**src/rtl/vidtiming_pkg.sv**
```systemverilog
package vidtiming_pkg;

    typedef enum logic [1:0] {
        SEL_FETCH  = 2'd0,
        SEL_BORDER = 2'd1,
        SEL_UFLOW  = 2'd2,
        SEL_BLANK  = 2'd3
    } pix_sel_e;

    localparam int POL_BITS = 3;
    localparam int POL_HS   = 0;
    localparam int POL_VS   = 1;
    localparam int POL_DE   = 2;

    // Uninverted timing flags decoded from the counters.
    typedef struct packed {
        logic act;
        logic de;
        logic vs;
        logic hs;
    } raw_sync_t;

    function automatic logic in_closed32(input logic [31:0] v, input logic [31:0] lo,
                                         input logic [31:0] hi);
        return (v >= lo) && (v <= hi);
    endfunction

endpackage

```
**src/rtl/vidtiming_counters.sv**
```systemverilog
module vidtiming_counters #(
    parameter int HW = 16,
    parameter int FW = 32
) (
    input  logic          clk,
    input  logic          rst,
    input  logic          en,
    input  logic [HW-1:0] h_period,
    input  logic [FW-1:0] v_period,
    output logic          run,
    output logic [HW-1:0] hcnt,
    output logic [FW-1:0] fcnt,
    output logic          line_end,
    output logic          frame_end
);
    localparam logic [HW-1:0] H_ONE = HW'(1);
    localparam logic [FW-1:0] F_ONE = FW'(1);

    assign line_end  = (hcnt == h_period - H_ONE);
    assign frame_end = (fcnt == v_period - F_ONE);

    always_ff @(posedge clk) begin
        if (rst || !en) begin
            run  <= 1'b0;
            hcnt <= '0;
            fcnt <= '0;
        end else begin
            run <= 1'b1;
            if (run) begin
                if (frame_end) begin
                    hcnt <= '0;
                    fcnt <= '0;
                end else begin
                    fcnt <= fcnt + F_ONE;
                    hcnt <= line_end ? '0 : hcnt + H_ONE;
                end
            end
        end
    end

    p_hcnt_bound_r3: assert property (@(posedge clk) disable iff (rst)
        (run && h_period != '0) |-> (hcnt < h_period));

    p_restart_zero_r2: assert property (@(posedge clk) disable iff (rst)
        $rose(run) |-> (hcnt == '0 && fcnt == '0));

    p_frame_wrap_r4: assert property (@(posedge clk) disable iff (rst)
        (run && $past(run) && $past(fcnt) == $past(v_period) - F_ONE) |-> (fcnt == '0));

endmodule

```
**src/rtl/vidtiming_window.sv**
```systemverilog
module vidtiming_window
    import vidtiming_pkg::*;
#(
    parameter int HW = 16,
    parameter int FW = 32
) (
    input  logic          run,
    input  logic [HW-1:0] hcnt,
    input  logic [FW-1:0] fcnt,
    input  logic [HW-1:0] h_pulse,
    input  logic [FW-1:0] v_pulse,
    input  logic [HW-1:0] disp_hs,
    input  logic [HW-1:0] disp_he,
    input  logic [FW-1:0] disp_vs,
    input  logic [FW-1:0] disp_ve,
    input  logic [HW-1:0] hs_skew,
    input  logic          act_x_en,
    input  logic [HW-1:0] act_hs,
    input  logic [HW-1:0] act_he,
    input  logic          act_y_en,
    input  logic [FW-1:0] act_vs,
    input  logic [FW-1:0] act_ve,
    output raw_sync_t     raw
);
    logic [FW-1:0] vs_eff;
    logic disp_h, disp_v, act_h, act_v;

    // Skew shifts the display start by whole pixel clocks.
    assign vs_eff = disp_vs + FW'(hs_skew);

    always_comb begin
        disp_h = in_closed32(32'(hcnt), 32'(disp_hs), 32'(disp_he));
        disp_v = (fcnt >= vs_eff) && (fcnt < disp_ve);
        act_h  = act_x_en ? in_closed32(32'(hcnt), 32'(act_hs), 32'(act_he)) : disp_h;
        act_v  = act_y_en ? in_closed32(32'(fcnt), 32'(act_vs), 32'(act_ve)) : disp_v;
        raw.hs  = run && (hcnt < h_pulse);
        raw.vs  = run && (fcnt < v_pulse);
        raw.de  = run && disp_h && disp_v;
        raw.act = run && disp_h && disp_v && act_h && act_v;
    end

endmodule

```
**src/rtl/vidtiming_pixsel.sv**
```systemverilog
module vidtiming_pixsel
    import vidtiming_pkg::*;
#(
    parameter int CW = 24
) (
    input  logic          clk,
    input  logic          rst,
    input  logic          run,
    input  logic          line_end,
    input  logic          frame_end,
    input  raw_sync_t     raw,
    input  logic          starved,
    input  logic          uflow_recover,
    input  logic [CW-1:0] border_color,
    input  logic [CW-1:0] uflow_color,
    output pix_sel_e      sel,
    output logic [CW-1:0] fill
);
    logic uflow_q, uflow_now, show_uflow, clear_evt;

    assign uflow_now  = raw.act && starved;
    assign show_uflow = raw.de && (uflow_q || uflow_now);
    assign clear_evt  = frame_end || (uflow_recover && line_end);

    always_ff @(posedge clk) begin
        if (rst || !run)       uflow_q <= 1'b0;
        else if (clear_evt)    uflow_q <= 1'b0;
        else if (uflow_now)    uflow_q <= 1'b1;
    end

    always_comb begin
        if (!raw.de)         sel = SEL_BLANK;
        else if (show_uflow) sel = SEL_UFLOW;
        else if (!raw.act)   sel = SEL_BORDER;
        else                 sel = SEL_FETCH;
        fill = show_uflow ? uflow_color : border_color;
    end

    p_uflow_line_resume_r9: assert property (@(posedge clk) disable iff (rst)
        (run && $past(run) && $past(uflow_recover) && $past(line_end)) |-> !uflow_q);

    p_uflow_hold_r10: assert property (@(posedge clk) disable iff (rst)
        (run && $past(run) && $past(uflow_q) && !$past(uflow_recover) && !$past(frame_end))
        |-> uflow_q);

endmodule

```
**src/rtl/vidtiming_gen.sv**
```systemverilog
module vidtiming_gen
    import vidtiming_pkg::*;
#(
    parameter int HW = 16,
    parameter int FW = 32,
    parameter int CW = 24
) (
    input  logic                clk,
    input  logic                rst,
    input  logic                en,
    input  logic [HW-1:0]       h_period,
    input  logic [HW-1:0]       h_pulse,
    input  logic [FW-1:0]       v_period,
    input  logic [FW-1:0]       v_pulse,
    input  logic [HW-1:0]       disp_hs,
    input  logic [HW-1:0]       disp_he,
    input  logic [FW-1:0]       disp_vs,
    input  logic [FW-1:0]       disp_ve,
    input  logic [HW-1:0]       hs_skew,
    input  logic                act_x_en,
    input  logic [HW-1:0]       act_hs,
    input  logic [HW-1:0]       act_he,
    input  logic                act_y_en,
    input  logic [FW-1:0]       act_vs,
    input  logic [FW-1:0]       act_ve,
    input  logic [CW-1:0]       border_color,
    input  logic [CW-1:0]       uflow_color,
    input  logic                uflow_recover,
    input  logic [POL_BITS-1:0] polarity,
    input  logic                starved,
    output logic                hsync,
    output logic                vsync,
    output logic                de,
    output logic                active,
    output logic                frame_start,
    output logic [1:0]          pix_sel,
    output logic [CW-1:0]       fill_color
);
    logic          run, line_end, frame_end;
    logic [HW-1:0] hcnt;
    logic [FW-1:0] fcnt;
    raw_sync_t     raw;
    pix_sel_e      sel;
    logic [POL_BITS-1:0] sync_raw, sync_out;

    vidtiming_counters #(.HW(HW), .FW(FW)) u_cnt (
        .clk(clk), .rst(rst), .en(en), .h_period(h_period), .v_period(v_period),
        .run(run), .hcnt(hcnt), .fcnt(fcnt), .line_end(line_end), .frame_end(frame_end)
    );

    vidtiming_window #(.HW(HW), .FW(FW)) u_win (
        .run(run), .hcnt(hcnt), .fcnt(fcnt), .h_pulse(h_pulse), .v_pulse(v_pulse),
        .disp_hs(disp_hs), .disp_he(disp_he), .disp_vs(disp_vs), .disp_ve(disp_ve),
        .hs_skew(hs_skew), .act_x_en(act_x_en), .act_hs(act_hs), .act_he(act_he),
        .act_y_en(act_y_en), .act_vs(act_vs), .act_ve(act_ve), .raw(raw)
    );

    vidtiming_pixsel #(.CW(CW)) u_sel (
        .clk(clk), .rst(rst), .run(run), .line_end(line_end), .frame_end(frame_end),
        .raw(raw), .starved(starved), .uflow_recover(uflow_recover),
        .border_color(border_color), .uflow_color(uflow_color), .sel(sel), .fill(fill_color)
    );

    always_comb begin
        sync_raw         = '0;
        sync_raw[POL_HS] = raw.hs;
        sync_raw[POL_VS] = raw.vs;
        sync_raw[POL_DE] = raw.de;
    end

    for (genvar i = 0; i < POL_BITS; i++) begin : g_pol
        assign sync_out[i] = sync_raw[i] ^ polarity[i];
    end

    assign hsync       = sync_out[POL_HS];
    assign vsync       = sync_out[POL_VS];
    assign de          = sync_out[POL_DE];
    assign active      = raw.act;
    assign frame_start = run && (fcnt == '0);
    assign pix_sel     = sel;

    p_idle_blank_r1: assert property (@(posedge clk) disable iff (rst)
        !run |-> (pix_sel == 2'd3 && !frame_start && !active));

    p_active_in_de_r6: assert property (@(posedge clk) disable iff (rst)
        active |-> (de != polarity[POL_DE]));

endmodule

```
**config.mk**
```make
export PLATFORM = sky130hd
export DESIGN_NAME = vidtiming_gen
export DESIGN_NICKNAME = d
export VERILOG_FILES = /design/src/rtl/vidtiming_pkg.sv /design/src/rtl/vidtiming_counters.sv /design/src/rtl/vidtiming_window.sv /design/src/rtl/vidtiming_pixsel.sv /design/src/rtl/vidtiming_gen.sv
export SDC_FILE = /design/constraint.sdc
export NUM_CORES = 1
export LEC_CHECK = 0
export ABC_AREA = 1
export BUFFER_PORTS_ARGS = -buffer_cell sky130_fd_sc_hd__buf_2
export CAP_MARGIN = 20
export CELL_PAD_IN_SITES_DETAIL_PLACEMENT = 1
export CELL_PAD_IN_SITES_GLOBAL_PLACEMENT = 1
export CORE_MARGIN = 2
export CORE_UTILIZATION = 36
export CTS_BUF_LIST = sky130_fd_sc_hd__clkbuf_8
export CTS_CLUSTER_DIAMETER = 150
export CTS_CLUSTER_SIZE = 8
export DETAILED_ROUTE_END_ITERATION = 8
export GPL_TIMING_DRIVEN = 0
export PLACE_DENSITY = 0.9
export SLEW_MARGIN = 0
export SYNTH_ARGS = -nofsm -noshare
export SYNTH_HDL_FRONTEND = slang
export SYNTH_SLANG_ARGS = --single-unit
```
**constraint.sdc**
```tcl
create_clock -name clk -period 11.1 [get_ports clk]
set_input_delay 3.33 -clock clk [delete_from_list [all_inputs] [get_ports clk]]
set_output_delay 3.33 -clock clk [all_outputs]
set_load 0.005 [all_outputs]
```
==> results_dict.tcl <==
set metrics [dict create \
    area_delta_synth_final_pct 22.64 \
    synthFlopType "dfxtp_1" \
    cts.clk_slew.worst_paths_ns 0.10 \
    maxSlewHeadroom_pct 41.05 \
    cts_buffers 5 \
    cp_common_cell "nand2_1" \
    ys_ff_latch 50 \
    crit_family "simple AND/OR/NAND/NOR gates" \
    clock_sinks 50 \
    path_buf_inv 4 \
    finClkSkew_ns 0.02393 \
    cap_violations 0 \
    power.density_nw_per_um2 39.45 \
    drc_errors 0 \
    synth.most_common_cell "nand2_1" \
    grt-ovfl-total 0 \
    r2r_start "u_cnt.fcnt[1]" \
    leakagePower_nw 8.783 \
    status "finished, final reports clean" \
    clockBufferDepth 2 \
    cts_root_buf "clkbuf_8" \
    cp_slowest_cell "ha_1" \
    antenna_found_initial 12 \
    hold_class "reg2reg" \
    synth_area_leaders "ha_1 27%, nand2_1 15%, inv_1 12%" \
    max_freq_ghz 0.09260 \
    syn_avg_cell_area_um2 6.035 \
    drt_wl_total_um 46460 \
    worstSkewPairLatency_ns 0.34 \
    fin_hold_ws_ns 0.5670 \
    dr.pass1.iters 4 \
    fin_setup_tns_ns 0 \
    grtUsageTotal_pct 25.72 \
    worstPathRequired_ns 7.77 \
    portBuffers 392 \
    place_hpwl_um 40050 \
    critical_path_class "in2out" \
    synth.net_count 2638 \
    start_util_pct 36.39 \
    fin_crit_sh_pct 97.28 \
    fin_nets 3043 \
    worstMarginPinSlew_ns 0.8842 \
    synth_top_area_share_pct 26.52 \
    yosys_warnings 0 \
    synth_common_cells "479 x nand2_1, 376 x inv_1, 258 x ha_1, 221 x nor2_1, 150 x a21oi_1" \
    startpoint "disp_vs[2]" \
    finalSetupViolCount 0 \
    syn-cell-area_um2 12170 \
    cp.arrival_ns 7.47 \
    ant_nets 0 \
    grt_max_degree 17 \
    cts_max_level 2 \
    grt_pass1_vias 15470 \
    finish.utilization_pct 44.63 \
    cts_tree "done" \
    avgRoutedWirePerCell_um 16.14 \
    cp_max_fo 10 \
    dieArea_um2 35300 \
    period_needed_ns 10.80 \
    final_layout_size_suffix_gt1_share_pct 19.27 \
    hp-start "u_cnt.hcnt[0]" \
    vias 14550 \
    slew_viol_final 0 \
    place_congestion 0.8985 \
    drtIter0Drc 427 \
    critPathLaunchType "primary input" \
    yosys.area.top_type "ha_1" \
    netlist_instances 2017 \
    cts_hold_buf 0 \
    critPathMaxStageDelay_ns 0.35 \
    core_area_um2 33450 \
    dieWidth_um 187.9 \
    synthArstFlopShare_pct 0 \
    crit_path_end_kind "primary output" \
    fp-row-count 67 \
    synth_edf_count 0 \
    num_io_pins 393 \
    viasPerCell 5.052 \
    grt_pass1_wl_um 73960 \
    ir_worst_vdd_mv 0.04381 \
    hold_violations 0 \
    yosysSeqAreaShare_pct 8.224 \
    dieHeight_um 187.9 \
    ys_types 45 \
]
[sequential cells by signal (all words and copies together), names as in the netlist]
register and cells:
u_cnt.run 1, u_sel.uflow_q 1, u_cnt.hcnt 16, u_cnt.fcnt 32
[kinds of logic after synthesis]
group | count (synthesis) | synth area share (%)
and+or+nand+nor | 941 | 32.93
AOI/OAI and AO/OA | 232 | 10.20
xor gates and xnor gates | 128 | 9.210
buffers and inverters | 407 | 12.76
DFF | 50 | 8.224
adders and majority gates | 259 | 26.69
[path summary, 6_finish.rpt]
kind,depth (start not counted),end,slack (ns)
min reg2reg,2,u_cnt.hcnt[0],0.57
max reg2reg,15,u_cnt.fcnt[28],8.13
min,2,u_cnt.hcnt[0],0.57
max,29,fill_color[12],0.30
[cells in the final DEF, fill, tap and decap left out, types with 11 or more instances in the layout]
cell type | Yosys | final
o21ai_0 | 46 | 45
a21oi_1 | 150 | 146
nor3_1 | 31 | 30
nand3b_1 | 11 | 11
nor2_2 | 12 | 13
inv_1 | 376 | 377
nand4_1 | 36 | 36
clkbuf_1 | 11 | 11
ha_1 | 258 | 258
nand2_1 | 479 | 475
xnor2_1 | 41 | 40
buf_2 | 8 | 401
nor4_1 | 19 | 19
dfxtp_1 | 50 | 50
nor2_1 | 221 | 219
nand3_1 | 113 | 113
xor2_1 | 87 | 87
[routing by layer]
layer	track usage [%]	routed length (um)	vias up
met1	28.85	19220	6784
met4	10.12	1617	8
met3	3.575	2148	98
met5	0	57	-
li1	-	-	7289
met2	48.66	23420	367
[through the flow]
stage	power (mW)	area, um^2	worst slack, ns	std cells
2_1_floorplan	0.3405	12170	1.041	2017
3_3_place_gp	0.4525	14690	-0.2983	2857
3_5_place_dp	0.4699	14690	-0.4337	2857
4_1_cts	0.5892	14810	0.03626	2865
5_1_grt	0.6376	14920	-0.01392	2875
6_report	0.5889	14930	0.3014	2879
[area by class of cell]
cell class,count,area (um^2)
flip-flops and latches,50,1001
inverters,384,1441
clock buffers,5,68.82
well taps,448,560.5
clock inverters,3,21.27
multi-input cells,1560,9693
repair buffers,398,2007
plain buffers,23,113.9
fillers,4752,18520
diodes,8,20.02
[timing repair]
item / CTS / global route
pin swaps: 0 / 6
buffers inserted: 0 / 6
endpoints found under the setup margin: 26 / 26
gates resized for setup: 11 / 13
[worst reg2reg max path, cell delays in order, from the launching register on]
cell	delay [ns]
dfxtp_1	0.77
ha_1	0.30
nand4_1	0.15
nor2_1	0.22
nand4_1	0.17
nor2_1	0.18
nand3_1	0.16
nor2_1	0.16
nand2_1	0.08
inv_2	0.08
nand2_1	0.09
nor2_1	0.25
nand2_1	0.10
nand2_1	0.08
nand2_1	0.06
nor2_1	0.09
[report_power, final]
group,leakage [nW],switching (mW),internal [mW]
logic,8.33,0.164,0.127
clock network,0.0500,0.0725,0.0451
registers,0.403,0.00124,0.180
total,8.78,0.237,0.351
(Power assumes the default switching activity.)
